## config.mk

```make
export PLATFORM = sky130hd
export DESIGN_NAME = tick_timer_bank
export DESIGN_NICKNAME = d
export VERILOG_FILES = /design/src/rtl/tmr_pkg.sv /design/src/rtl/tmr_sync.sv /design/src/rtl/tmr_prescaler.sv /design/src/rtl/tmr_channel.sv /design/src/rtl/tick_timer_bank.sv
export SDC_FILE = /design/constraint.sdc
export NUM_CORES = 1
export LEC_CHECK = 0
export ABC_AREA = 0
export BUFFER_PORTS_ARGS = -buffer_cell sky130_fd_sc_hd__buf_4
export CORE_ASPECT_RATIO = 0.9
export CORE_UTILIZATION = 55
export CTS_CLUSTER_DIAMETER = 100
export DETAILED_ROUTE_END_ITERATION = 10
export PLACE_DENSITY = 0.73
export RECOVER_POWER = 50
export SLEW_MARGIN = 20
export SYNTH_ARGS = -nofsm -noshare
export SYNTH_HDL_FRONTEND = slang
export SYNTH_SLANG_ARGS = --single-unit
export TNS_END_PERCENT = 10
```

## constraint.sdc

```tcl
create_clock -name clk -period 3.6 [get_ports clk]
set_clock_uncertainty 0.1 [all_clocks]
set_input_delay 0.54 -clock clk [delete_from_list [all_inputs] [get_ports clk]]
set_output_delay 0.54 -clock clk [all_outputs]
set_load 0.01 [all_outputs]
```

## src/rtl/tmr_pkg.sv

```systemverilog
package tmr_pkg;
  // Control word layout, bit 0 first from the right.
  typedef struct packed {
    logic       one_shot;
    logic [2:0] div_sel;
    logic [1:0] src_sel;
    logic       reload;
    logic       run;
  } tmr_ctrl_t;

  localparam int CTRL_W    = $bits(tmr_ctrl_t);
  localparam int ADDR_IEN  = 'h00;
  localparam int ADDR_STS  = 'h04;
  localparam int CH_BASE   = 'h10;
  localparam int CH_STRIDE = 'h10;
  localparam int OFS_CTRL  = 'h0;
  localparam int OFS_IVAL  = 'h4;
  localparam int OFS_CNT   = 'h8;
  localparam int RUN_STAGES = 2;
endpackage

```

## src/rtl/tmr_sync.sv

```systemverilog
module tmr_sync #(
  parameter int STAGES = 2
) (
  input  logic clk,
  input  logic rst,
  input  logic tick,
  input  logic d,
  output logic q
);
  logic [STAGES-1:0] sh;

  always_ff @(posedge clk) begin
    if (rst)       sh <= '0;
    else if (tick) sh <= {sh[STAGES-2:0], d};
  end

  assign q = sh[STAGES-1];
endmodule

```

## src/rtl/tmr_prescaler.sv

```systemverilog
module tmr_prescaler #(
  parameter int DIV_W = 3
) (
  input  logic             clk,
  input  logic             rst,
  input  logic             tick,
  input  logic             clear,
  input  logic [DIV_W-1:0] div_sel,
  output logic             ptick
);
  localparam int PW = (1 << DIV_W) - 1;

  logic [PW-1:0] pcnt;
  logic [PW:0]   one_hot;
  logic [PW-1:0] mask;

  always_comb begin
    one_hot = (PW+1)'(1) << div_sel;
    mask    = PW'(one_hot - (PW+1)'(1));
  end

  assign ptick = tick && (pcnt == mask);

  always_ff @(posedge clk) begin
    if (rst || clear) pcnt <= '0;
    else if (tick)    pcnt <= ptick ? '0 : pcnt + PW'(1);
  end
endmodule

```

## src/rtl/tmr_channel.sv

```systemverilog
module tmr_channel
  import tmr_pkg::*;
#(
  parameter int CW    = 32,
  parameter int DIV_W = 3
) (
  input  logic          clk,
  input  logic          rst,
  input  logic          tick,
  input  logic          ctrl_we,
  input  logic          ival_we,
  input  logic [CW-1:0] wdata,
  output tmr_ctrl_t     ctrl,
  output logic [CW-1:0] ival,
  output logic [CW-1:0] count,
  output logic          expire
);
  logic running, load_now, ptick, step, at_zero;

  tmr_sync #(.STAGES(RUN_STAGES)) u_sync (
    .clk(clk), .rst(rst), .tick(tick), .d(ctrl.run), .q(running)
  );

  assign load_now = running && tick && ctrl.reload;

  tmr_prescaler #(.DIV_W(DIV_W)) u_div (
    .clk(clk), .rst(rst), .tick(tick),
    .clear(!running || load_now),
    .div_sel(DIV_W'(ctrl.div_sel)),
    .ptick(ptick)
  );

  assign step    = running && ptick && !ctrl.reload;
  assign at_zero = (count == '0);
  assign expire  = step && (count == CW'(1));

  always_ff @(posedge clk) begin
    if (rst) begin
      count <= '0;
    end else if (load_now) begin
      count <= ival;
    end else if (step) begin
      if (at_zero) begin
        if (!ctrl.one_shot) count <= ival;
      end else begin
        count <= count - CW'(1);
      end
    end
  end

  always_ff @(posedge clk) begin
    if (rst) begin
      ctrl <= '0;
    end else if (ctrl_we) begin
      ctrl <= tmr_ctrl_t'(wdata[CTRL_W-1:0]);
    end else begin
      if (load_now)                 ctrl.reload <= 1'b0;
      if (expire && ctrl.one_shot)  ctrl.run    <= 1'b0;
    end
  end

  always_ff @(posedge clk) begin
    if (rst)          ival <= '0;
    else if (ival_we) ival <= wdata;
  end
endmodule

```

## src/rtl/tick_timer_bank.sv

```systemverilog
module tick_timer_bank
  import tmr_pkg::*;
#(
  parameter int NCH   = 2,
  parameter int CW    = 32,
  parameter int AW    = 8,
  parameter int DIV_W = 3
) (
  input  logic          clk,
  input  logic          rst,
  input  logic          tick_en,
  input  logic [AW-1:0] bus_addr,
  input  logic          bus_we,
  input  logic [CW-1:0] bus_wdata,
  output logic [CW-1:0] bus_rdata,
  output logic          irq
);
  function automatic logic [AW-1:0] ch_addr(int ch, int ofs);
    return AW'(CH_BASE + CH_STRIDE * ch + ofs);
  endfunction

  logic [NCH-1:0]    ien_q, sts_q, expire, w1c;
  logic [NCH-1:0]    run_v, one_shot_v, reload_v;
  logic [NCH*CW-1:0] cnt_flat;
  tmr_ctrl_t         ctrl_a [NCH];
  logic [CW-1:0]     ival_a [NCH];
  logic [CW-1:0]     cnt_a  [NCH];
  logic [CW-1:0]     rd_next;

  for (genvar ch = 0; ch < NCH; ch++) begin : g_ch
    tmr_channel #(.CW(CW), .DIV_W(DIV_W)) u_ch (
      .clk(clk), .rst(rst), .tick(tick_en),
      .ctrl_we(bus_we && bus_addr == ch_addr(ch, OFS_CTRL)),
      .ival_we(bus_we && bus_addr == ch_addr(ch, OFS_IVAL)),
      .wdata(bus_wdata),
      .ctrl(ctrl_a[ch]), .ival(ival_a[ch]), .count(cnt_a[ch]),
      .expire(expire[ch])
    );
    assign run_v[ch]      = ctrl_a[ch].run;
    assign one_shot_v[ch] = ctrl_a[ch].one_shot;
    assign reload_v[ch]   = ctrl_a[ch].reload;
    assign cnt_flat[ch*CW +: CW] = cnt_a[ch];
  end

  assign w1c = (bus_we && bus_addr == AW'(ADDR_STS)) ? bus_wdata[NCH-1:0] : '0;

  always_ff @(posedge clk) begin
    if (rst) begin
      ien_q <= '0;
      sts_q <= '0;
      irq   <= 1'b0;
    end else begin
      if (bus_we && bus_addr == AW'(ADDR_IEN)) ien_q <= bus_wdata[NCH-1:0];
      sts_q <= (sts_q & ~w1c) | expire;
      irq   <= |(sts_q & ien_q);
    end
  end

  always_comb begin
    rd_next = '0;
    if (bus_addr == AW'(ADDR_IEN)) rd_next = CW'(ien_q);
    if (bus_addr == AW'(ADDR_STS)) rd_next = CW'(sts_q);
    for (int ch = 0; ch < NCH; ch++) begin
      if (bus_addr == ch_addr(ch, OFS_CTRL)) rd_next = CW'(ctrl_a[ch]);
      if (bus_addr == ch_addr(ch, OFS_IVAL)) rd_next = ival_a[ch];
      if (bus_addr == ch_addr(ch, OFS_CNT))  rd_next = cnt_a[ch];
    end
  end

  always_ff @(posedge clk) begin
    if (rst) bus_rdata <= '0;
    else     bus_rdata <= rd_next;
  end
endmodule

```

# Word level (Yosys, flattened, before mapping)

Cells that the tools add are included.

Input bits: 44
Output and inout bits: 33
Logic and storage cells: 112
Bits in registers: 199

Reductions and logical operators: 40
Shift operators: 2
Bitwise operators: 4
Muxes and demuxes: 25
Equal/unequal tests: 13
Add/sub/neg operators: 6

Operators by type and width:

| kind                                                                  | number |
|---|---|
| 32-bit 2-to-1 mux                                                     | 15 |
| 32-bit by 1-bit == test with 1-bit output (second input constant)     | 2 |
| 32-bit logical NOT                                                    | 2 |
| 32-bit by 1-bit subtractor with 32-bit output (second input constant) | 2 |
| 8-bit by 5-bit == test with 1-bit output (second input constant)      | 3 |
| 8-bit by 6-bit == test with 1-bit output (second input constant)      | 3 |
| 1-bit logical AND                                                     | 20 |
| 7-bit by 1-bit adder with 7-bit output (second input constant)        | 2 |
| 7-bit == test                                                         | 2 |
| 7-bit 2-to-1 mux                                                      | 2 |
| 1-bit by 3-bit << shifter with 7-bit output (first input constant)    | 2 |
| 7-bit by 1-bit subtractor with 7-bit output (second input constant)   | 2 |
| 2-bit nonzero test                                                    | 6 |
| 8-bit by 3-bit == test with 1-bit output (second input constant)      | 1 |
| 8-bit logical NOT                                                     | 1 |
| 2-bit 2-to-1 mux                                                      | 4 |
| 3-bit != test (second input constant)                                 | 2 |
| 2-bit bitwise AND                                                     | 2 |
| 1-bit logical NOT                                                     | 4 |
| 1-bit logical OR                                                      | 4 |
| 1-bit 2-to-1 mux                                                      | 4 |
| 2-bit AND reduction                                                   | 2 |
| 2-bit inverter                                                        | 1 |
| 2-bit OR                                                              | 1 |
| 2-bit OR reduction                                                    | 1 |

# Logic depth before layout (Yosys ltp)

Gate-level depths: netlist of the first run.

Depth in word-level cells: 10
Gate-level depth with buffers: 12

# Cells and area by module

From an unflattened synthesis of the first run, not the netlist that was laid out.

Cells, all modules: 1266
Area total of the unflattened synthesis: 10493.8 um^2

By module, submodules not included:

| module                      | times used | cells an instance | area each (um^2) |
|---|---|---|---|
| tmr_channel at g_ch[0].u_ch | 1          | 431               | 3552.2 |
| tmr_channel at g_ch[1].u_ch | 1          | 429               | 3552.2 |
| tick_timer_bank             | 1          | 272               | 2273.4 |
| tmr_prescaler               | 2          | 61                | 490.5 |
| tmr_sync                    | 2          | 6                 | 67.6 |

# Least setup slack after synthesis of the first run

Ideal clock, no wire load.

Path kind: register to register
From: register g_ch[0].u_ch.count[24]
To: register g_ch[0].u_ch.count[28]
Path buffers: 4
Setup slack: 0.903 ns
Arrival time: 2.464 ns
Setup time: 0.133 ns
Period minus slack after synthesis: 2.697 ns
Stages on the path, launching flop included: 12
Path through: dfxtp_1 or4_1 buf_2 or4_4 nor4_4 buf_6 nor2_2 buf_6 buf_6 o21a_1 o211ai_2 o31ai_1

Word-level cells in the longest chain between the ends: 4
Elaborated cells between the ends (all ways): 7

RTL lines:

| element                                                                             | line                                 | RTL |
|---|---|---|
| start: declaration                                                                  | tmr_channel.sv:15                    | `output logic [CW-1:0] count,` |
| start signal: assignment                                                            | tmr_channel.sv:41                    | `count <= ival;` |
| start signal: assignment                                                            | tmr_channel.sv:44                    | `if (!ctrl.one_shot) count <= ival;` |
| start signal: assignment                                                            | tmr_channel.sv:46                    | `count <= count - CW'(1);` |
| 32-bit by 1-bit subtractor with 32-bit output or 32-bit logical NOT (tied branches) | tmr_channel.sv:46, tmr_channel.sv:34 |  |
| 32-bit 2-to-1 mux                                                                   | tmr_channel.sv:43                    | `if (at_zero) begin` |
| 32-bit 2-to-1 mux                                                                   | tmr_channel.sv:42                    | `end else if (step) begin` |
| 32-bit 2-to-1 mux                                                                   | tmr_channel.sv:40                    | `end else if (load_now) begin` |

Parallel ways exist; a longest one is shown, timed or not. The select of a mux whose other input is x is not followed.
A chain may end at the register's enable or synchronous reset.

# Worst setup path in the final report of the first run

From: input port bus_addr[3]
To: register g_ch[0].u_ch.ival[12]

Word-level cells in the longest chain between the ends: 2

RTL lines:

| element                                  | line                  | RTL |
|---|---|---|
| start: declaration                       | tick_timer_bank.sv:12 | `input logic [AW-1:0] bus_addr,` |
| 8-bit by 5-bit == test with 1-bit output | tick_timer_bank.sv:34 | `.ival_we(bus_we && bus_addr == ch_addr(ch, OFS_IVAL)),` |
| 1-bit logical AND                        | tick_timer_bank.sv:34 |  |
| end signal: assignment                   | tmr_channel.sv:64     | `else if (ival_we) ival <= wdata;` |
| end: declaration                         | tmr_channel.sv:14     | `output logic [CW-1:0] ival,` |

Every way passes these cells.

==> impl_metrics.json, run 1 <==
{
  "timing.critical_path.from": "bus_addr[3]",
  "diodes": 0,
  "detail_route.iter0.violations": 1251,
  "maxCapViolations": 3,
  "design.core.area_um2": 17600,
  "dp_worst_setup_slack_ns": 0.430,
  "final.period_utilization_pct": 92.5,
  "maxClockFrequency_ghz": 0.300,
  "io_buffer_count": 76,
  "share_of_cells_above_drive_strength_1_pct": 9.61,
  "ant_nets": 0,
  "worst-path-max-fanout": 33,
  "floorplan.initialDensity_pct": 56.4,
  "lkg_pwr_nw": 3.60,
  "yosysTopAreaCellShare_pct": 40.1,
  "netlist_instances": 1303,
  "dieHeight_um": 129,
  "io_pins": 77,
  "areaGrowthSynthToFinish_pct": 11.1,
  "fin_hold_ws_ns": 0.239,
  "power_density_nw_per_um2": 379,
  "ranking_of_synthesized_cells_by_instance_count": "222 x nand2_1, 199 x dfxtp_1, 196 x a21oi_1",
  "cpPeakStageDelay_ns": 1.48,
  "yosys_warnings": 0,
  "cts-root-to-sink-buffers": 2,
  "post_cts_resized": 0,
  "outcome": "finished, violations left",
  "setup_viol": 0,
  "worst_pin_slew_ns": 2.05,
  "detailroute.via_count": 10200,
  "hold_fix_buffers_at_cts": 0,
  "fin_crit_ns": 3.33,
  "worst_skew_pair.late_latency_ns": 0.45,
  "yosys.cell_types.count": 79,
  "path_delay_family": "buffers and inverters",
  "cts.sink_count": 199,
  "routabilityCongestion": 0.952,
  "post_synth_instance_area_um2": 9920,
  "post-route-worst-setup-slack_ns": 0.271,
  "place.detailed.hpwl_um": 21500,
  "timing_worst_setup_path_type": "in -> reg",
  "worst_r2r_startpoint": "g_ch[0].u_ch.count[24]$_SDFFE_PP0P_",
  "crit_path_end_kind": "flip-flop",
  "timing.hold.worst.class": "in -> reg",
  "postSynthNetCount": 1355,
  "timing.final.hold_violations": 0,
  "hold_start": "bus_wdata[25]",
  "syn_area_per_cell_um2": 7.62,
  "post-cts-setup-buffers": 0,
  "nNetsFinal": 1381,
  "detail_route.first_pass.iterations": 6,
  "synth_seq_cells": 199,
  "synth-edff-count": 0,
  "arrival_ns": 3.60,
  "wl_per_cell_um": 19.8,
  "global_route.overflow_total": 0,
  "tritoncts": "built",
  "viasPerCell": 6.44,
  "most_frequent_cell_after_synthesis": "nand2_1",
  "die_area_um2": 18600,
  "grt_antenna_before_repair": 0,
  "drv_slew": 148,
  "largest_net_degree_at_the_start_of_global_routing": 89,
  "path_cells": "buf_4 -> nor3_1 -> nand2_1 -> nor2_1 -> clkbuf_1 -> and2_0 -> buf_4 -> nand2_1 -> a21oi_1",
  "global_route_wire_length_before_repair_um": 49000,
  "critPathLaunchType": "primary input",
  "detail_route.wirelength_um": 31400,
  "power.ir.vdd_worst_v": 0.000326,
  "fin_setup_tns_ns": 0,
  "ys_dominant_reg_cell": "dfxtp_1",
  "global_route.usage.total_pct": 34.4,
  "slowest_stage": "clkbuf_1",
  "synth_area_leaders": "dfxtp_1 40%, a21oi_1 9.9%, nand2_1 8.4%",
  "synthDominantAreaCellType": "dfxtp_1",
  "asyncSetResetFlopFracSynth_pct": 0,
  "rsz0062_at_grt": "false",
  "worst_slew_margin_rel_pct": -36.8,
  "clock-root-buffer": "clkbuf_16",
  "violations": "max-capacitance violations, max-slew violations",
  "drc": 0,
  "ys_seq_area_share_pct": 40.1,
  "fp-row-count": 46,
  "die_width_um": 144,
  "cts_buffers": 17,
  "critPathBufInv": 3,
  "first_global_vias": 8928,
  "finalPower_mw": 4.18,
  "htree_num_levels": 4,
  "path_clk_slew_ns": 0.08,
  "crit_required_ns": 3.87
}
tightest hold or removal path, delay by kind of cell:
family,cells,cell delay [ns]
AO/OA/AOI/OAI,1,0.05
AND/OR/NAND/NOR,1,0.05
buffers and inverters,1,0.11
layer usage:
layer / vias to the layer above / share of wire (%) / GRT usage (%) / routed length, µm
li1: 4735 / - / - / -
met2: 533 / 43 / 50.3 / 13400
met4: 0 / 2.6 / 10.7 / 803
met1: 4858 / 44 / 48.8 / 13900
met5: - / 0 / 0 / 0
met3: 64 / 11 / 9.76 / 3340
kinds of logic (layout without fill, tap and decap cells):
group                      count (synthesis)  count (layout)  share of synthesized area (%)
and+or+nand+nor                          519             519                           24.4
AOI/OAI and AO/OA                        432             432                           27.0
DFF                                      199             199                           40.1
buffers and inverters                    123             162                           5.38
xor gates and xnor gates                  12              12                           1.06
muxes                                     10              10                           1.02
adders and majority gates                  8               8                           1.01
final cells by class:
type,count,area (µm²)
multi-input combinational,981,5420
clock buffer,20,457
clock inverter,12,110
tap,240,300
inverter,22,82.6
timing repair buffer,108,678
sequential,199,3980
fill,1641,6580
sequential cells by signal (all words and copies together), names as in the netlist:
name,cells
g_ch.u_ch.count,64
ien_q,2
g_ch.u_ch.u_div.pcnt,14
g_ch.u_ch.ctrl,16
g_ch.u_ch.u_sync.sh,4
sts_q,2
g_ch.u_ch.ival,64
irq,1
bus_rdata,32
worst paths after layout:
path,cells after the start,slack [ns],endpoint
worst max-delay path,9,0.27,g_ch[0].u_ch.ival[12]$_SDFFE_PP0P_
worst min-delay path,3,0.24,g_ch[0].u_ch.ival[25]$_SDFFE_PP0P_
worst max register to register,7,0.39,g_ch[0].u_ch.count[16]$_SDFFE_PP0P_
worst min register to register,2,0.36,g_ch[0].u_ch.ctrl[2]$_SDFFE_PP0P_
cell usage in the layout, fill, tap and decap left out, drive strengths merged, types with 5 or more instances in the layout:
cell,n
nand2,222
dfxtp,199
a21oi,196
nor2,101
a22oi,72
buf,69
o21ai,64
clkbuf,59
nor3,48
nand3,47
inv,28
nor4,19
a21o,15
or3,12
a31oi,11
o211ai,11
and2,10
nand2b,9
mux2i,9
nand4,9
a211oi,9
ha,8
or4,8
nand3b,6
xnor2,6
xor2,6
o32ai,6
and3,6
a221oi,6
o21a,5
o31ai,5
or2,5
power by group:
part	internal [mW]	leakage, nW	total (mW)	switching (mW)
clock network	0.946	0.274	1.85	0.908
logic	0.0411	1.72	0.123	0.0823
registers	2.20	1.60	2.20	0.00161
total	3.19	3.60	4.18	0.992
metrics by stage:
step / util, % / std cells / cell area [µm²]
floorplan: - / 1303 / 9920
global placement: 60.2 / 1550 / 10600
detailed placement: 60.2 / 1550 / 10600
CTS: 63.5 / 1582 / 11200
global route: 62.6 / 1582 / 11000
finish: 62.6 / 1582 / 11000
Power figures use the tool's default switching activity.
==> run 2, diff against run 1 <==
--- a/config.mk
+++ b/config.mk
@@ -7,11 +7,13 @@
 export LEC_CHECK = 0
 export ABC_AREA = 0
 export BUFFER_PORTS_ARGS = -buffer_cell sky130_fd_sc_hd__buf_4
-export CORE_ASPECT_RATIO = 0.9
-export CORE_UTILIZATION = 55
+export CELL_PAD_IN_SITES_DETAIL_PLACEMENT = 1
+export CELL_PAD_IN_SITES_GLOBAL_PLACEMENT = 1
+export CORE_ASPECT_RATIO = 0.8
+export CORE_UTILIZATION = 45
 export CTS_CLUSTER_DIAMETER = 100
 export DETAILED_ROUTE_END_ITERATION = 10
-export PLACE_DENSITY = 0.73
+export PLACE_DENSITY = 0.79
 export RECOVER_POWER = 50
 export SLEW_MARGIN = 20
 export SYNTH_ARGS = -nofsm -noshare
==> constraint.sdc (replaced) <==
create_clock -name clk -period 3.19 [get_ports clk]
set_clock_uncertainty 0.1 [all_clocks]
set_input_delay 0.4785 -clock clk [delete_from_list [all_inputs] [get_ports clk]]
set_output_delay 0.4785 -clock clk [all_outputs]
set_load 0.01 [all_outputs]
==> run 2 against run 1 <==
Effect of this change:
- the flow still finishes with violations (max-capacitance violations, max-slew violations)
- sequential cell count is the same
- first-iteration DRC count rose by 2.6%
- power is 15% higher
- clock power increased by 18%
==> impl_metrics.json, run 2 (synthesized netlist as in run 1, its figures left out) <==
{
  "outcome": "finished, violations left",
  "violations": "max-capacitance violations, max-slew violations",
  "timing.final.hold_violations": 0,
  "arrival_ns": 3.27,
  "io_buffer_count": 76,
  "share_of_cells_above_drive_strength_1_pct": 10.6,
  "grt_antenna_before_repair": 0,
  "first_global_vias": 10100,
  "routabilityCongestion": 0.927,
  "fin_setup_tns_ns": 0,
  "wl_per_cell_um": 23.3,
  "drv_slew": 33,
  "maxUsedRoutingLayer": "met4",
  "dieHeight_um": 135,
  "worst_pin_slew_ns": 1.92,
  "viasPerCell": 6.41,
  "power.ir.vdd_worst_v": 0.000356,
  "detail_route.iter0.violations": 1283,
  "global_route.usage.total_pct": 34.1,
  "fill_cell_total_of_the_finished_layout": 2740,
  "fin_crit_ns": 3.06,
  "met1_length_um": 17300,
  "cts.sink_count": 199,
  "rsz0062_at_grt": "false",
  "maxClockFrequency_ghz": 0.327,
  "setup_viol": 0,
  "lkg_pwr_nw": 3.68,
  "place.detailed.hpwl_um": 27200,
  "critPathLaunchType": "primary input",
  "post-route-worst-setup-slack_ns": 0.134,
  "timing.critical_path.from": "bus_addr[4]",
  "timing.hold.worst.class": "in -> reg",
  "ant_nets": 0,
  "global_route_wire_length_before_repair_um": 59500,
  "design.core.area_um2": 21600,
  "dp_worst_setup_slack_ns": 0.207,
  "cts-root-to-sink-buffers": 2,
  "die_area_um2": 22700,
  "reg_top3": "g_ch.u_ch.count x64, g_ch.u_ch.ival x64, bus_rdata x32",
  "global_route.overflow_total": 0,
  "post-cts-setup-buffers": 0,
  "floorplan.initialDensity_pct": 45.9,
  "worst-path-max-fanout": 32,
  "hold_start": "bus_wdata[23]",
  "areaGrowthSynthToFinish_pct": 13.0,
  "worst_slew_margin_rel_pct": -27.9,
  "worst_skew_pair.late_latency_ns": 0.46,
  "crit_path_end_kind": "flip-flop",
  "tritoncts": "built",
  "worst_r2r_startpoint": "g_ch[0].u_ch.count[25]$_SDFFE_PP0P_",
  "cts_buffers": 17,
  "wl_met3_um": 3220,
  "mostFrequentLayoutCell": "nand2_1",
  "nNetsFinal": 1396,
  "crit_required_ns": 3.40,
  "timing_worst_setup_path_type": "in -> reg",
  "power_density_nw_per_um2": 429,
  "route.met2.wl_um": 16900,
  "layout_common_cells": "222 x nand2_1, 199 x dfxtp_1, 195 x a21oi_1, 98 x nor2_1, 80 x buf_4",
  "drc": 0,
  "htree_num_levels": 4,
  "detail_route.wirelength_um": 38000,
  "maxCapViolations": 1,
  "diodes": 0,
  "final.period_utilization_pct": 95.8,
  "io_pins": 77,
  "detailroute.via_count": 10500,
  "path_clk_slew_ns": 0.08,
  "detail_route.first_pass.iterations": 5,
  "clock-root-buffer": "clkbuf_16",
  "fp-row-count": 48,
  "die_width_um": 168,
  "largest_net_degree_at_the_start_of_global_routing": 47
}
[run 2: changes by cell type in the layout (fill, tap and decap cells not counted), sizes merged]
cell      delta
clkinvlp     -2
inv          +3
buf         +14
[run 2: path summary, 6_finish.rpt]
check	endpoint	slack, ns	depth (start not counted)
worst max-delay path	bus_rdata[10]$_SDFF_PP0_	0.13	7
worst max register to register	g_ch[0].u_ch.count[25]$_SDFFE_PP0P_	0.15	9
worst min register to register	g_ch[1].u_ch.ctrl[3]$_SDFFE_PP0P_	0.37	2
worst min-delay path	g_ch[0].u_ch.ival[23]$_SDFFE_PP0P_	0.17	3
[run 2: layout make-up]
type	instances	area [µm²]	area share [%]
Sequential cell	199	3980	35.5
Clock inverter	13	128	1.14
Multi-Input combinational cell	981	5420	48.3
Tap cell	275	344	3.07
Clock buffer	19	443	3.95
Timing Repair Buffer	123	810	7.22
Inverter	22	82.6	0.737
[run 2: metal layers]
layer  up-vias  track usage, %
li1       4770               -
met1      5230            50.1
met3        41            5.45
met4         0            8.05
met2       424            52.0
met5         -               0
[run 2: report_power, final]
part	leakage (nW)	internal, mW	switching [mW]	total (mW)
combinational	1.80	0.0497	0.100	0.150
sequential	1.60	2.48	0.00193	2.48
clock	0.284	1.06	1.12	2.18
[run 2: repair_timing]
action | in CTS | in global routing
hold endpoints to repair | 0 | 0
gates resized for setup | 0 | 2
setup endpoints to repair | 0 | 5
hold buffers | 0 | 0
[run 2: metrics by stage]
stage	instances	utilization (%)	power (mW)	hold WS [ns]	cell area, µm²
final	1632	51.9	4.81	0.166	11200
after detailed placement	1600	49.9	2.69	0.361	10800
after global routing	1632	51.9	4.94	0.164	11200
after global placement	1600	49.9	2.69	0.346	10800
after floorplan	1303	-	2.60	0.337	9920
after CTS	1632	52.6	4.83	0.165	11400
[run 2: worst max-delay path: stages]
cell and delay [ns]:
clkbuf_4 0.11, nor3_1 0.24, nand2_1 0.17, nor2_1 0.19, clkbuf_1 1.40, a22oi_1 0.26
a21oi_1 0.41
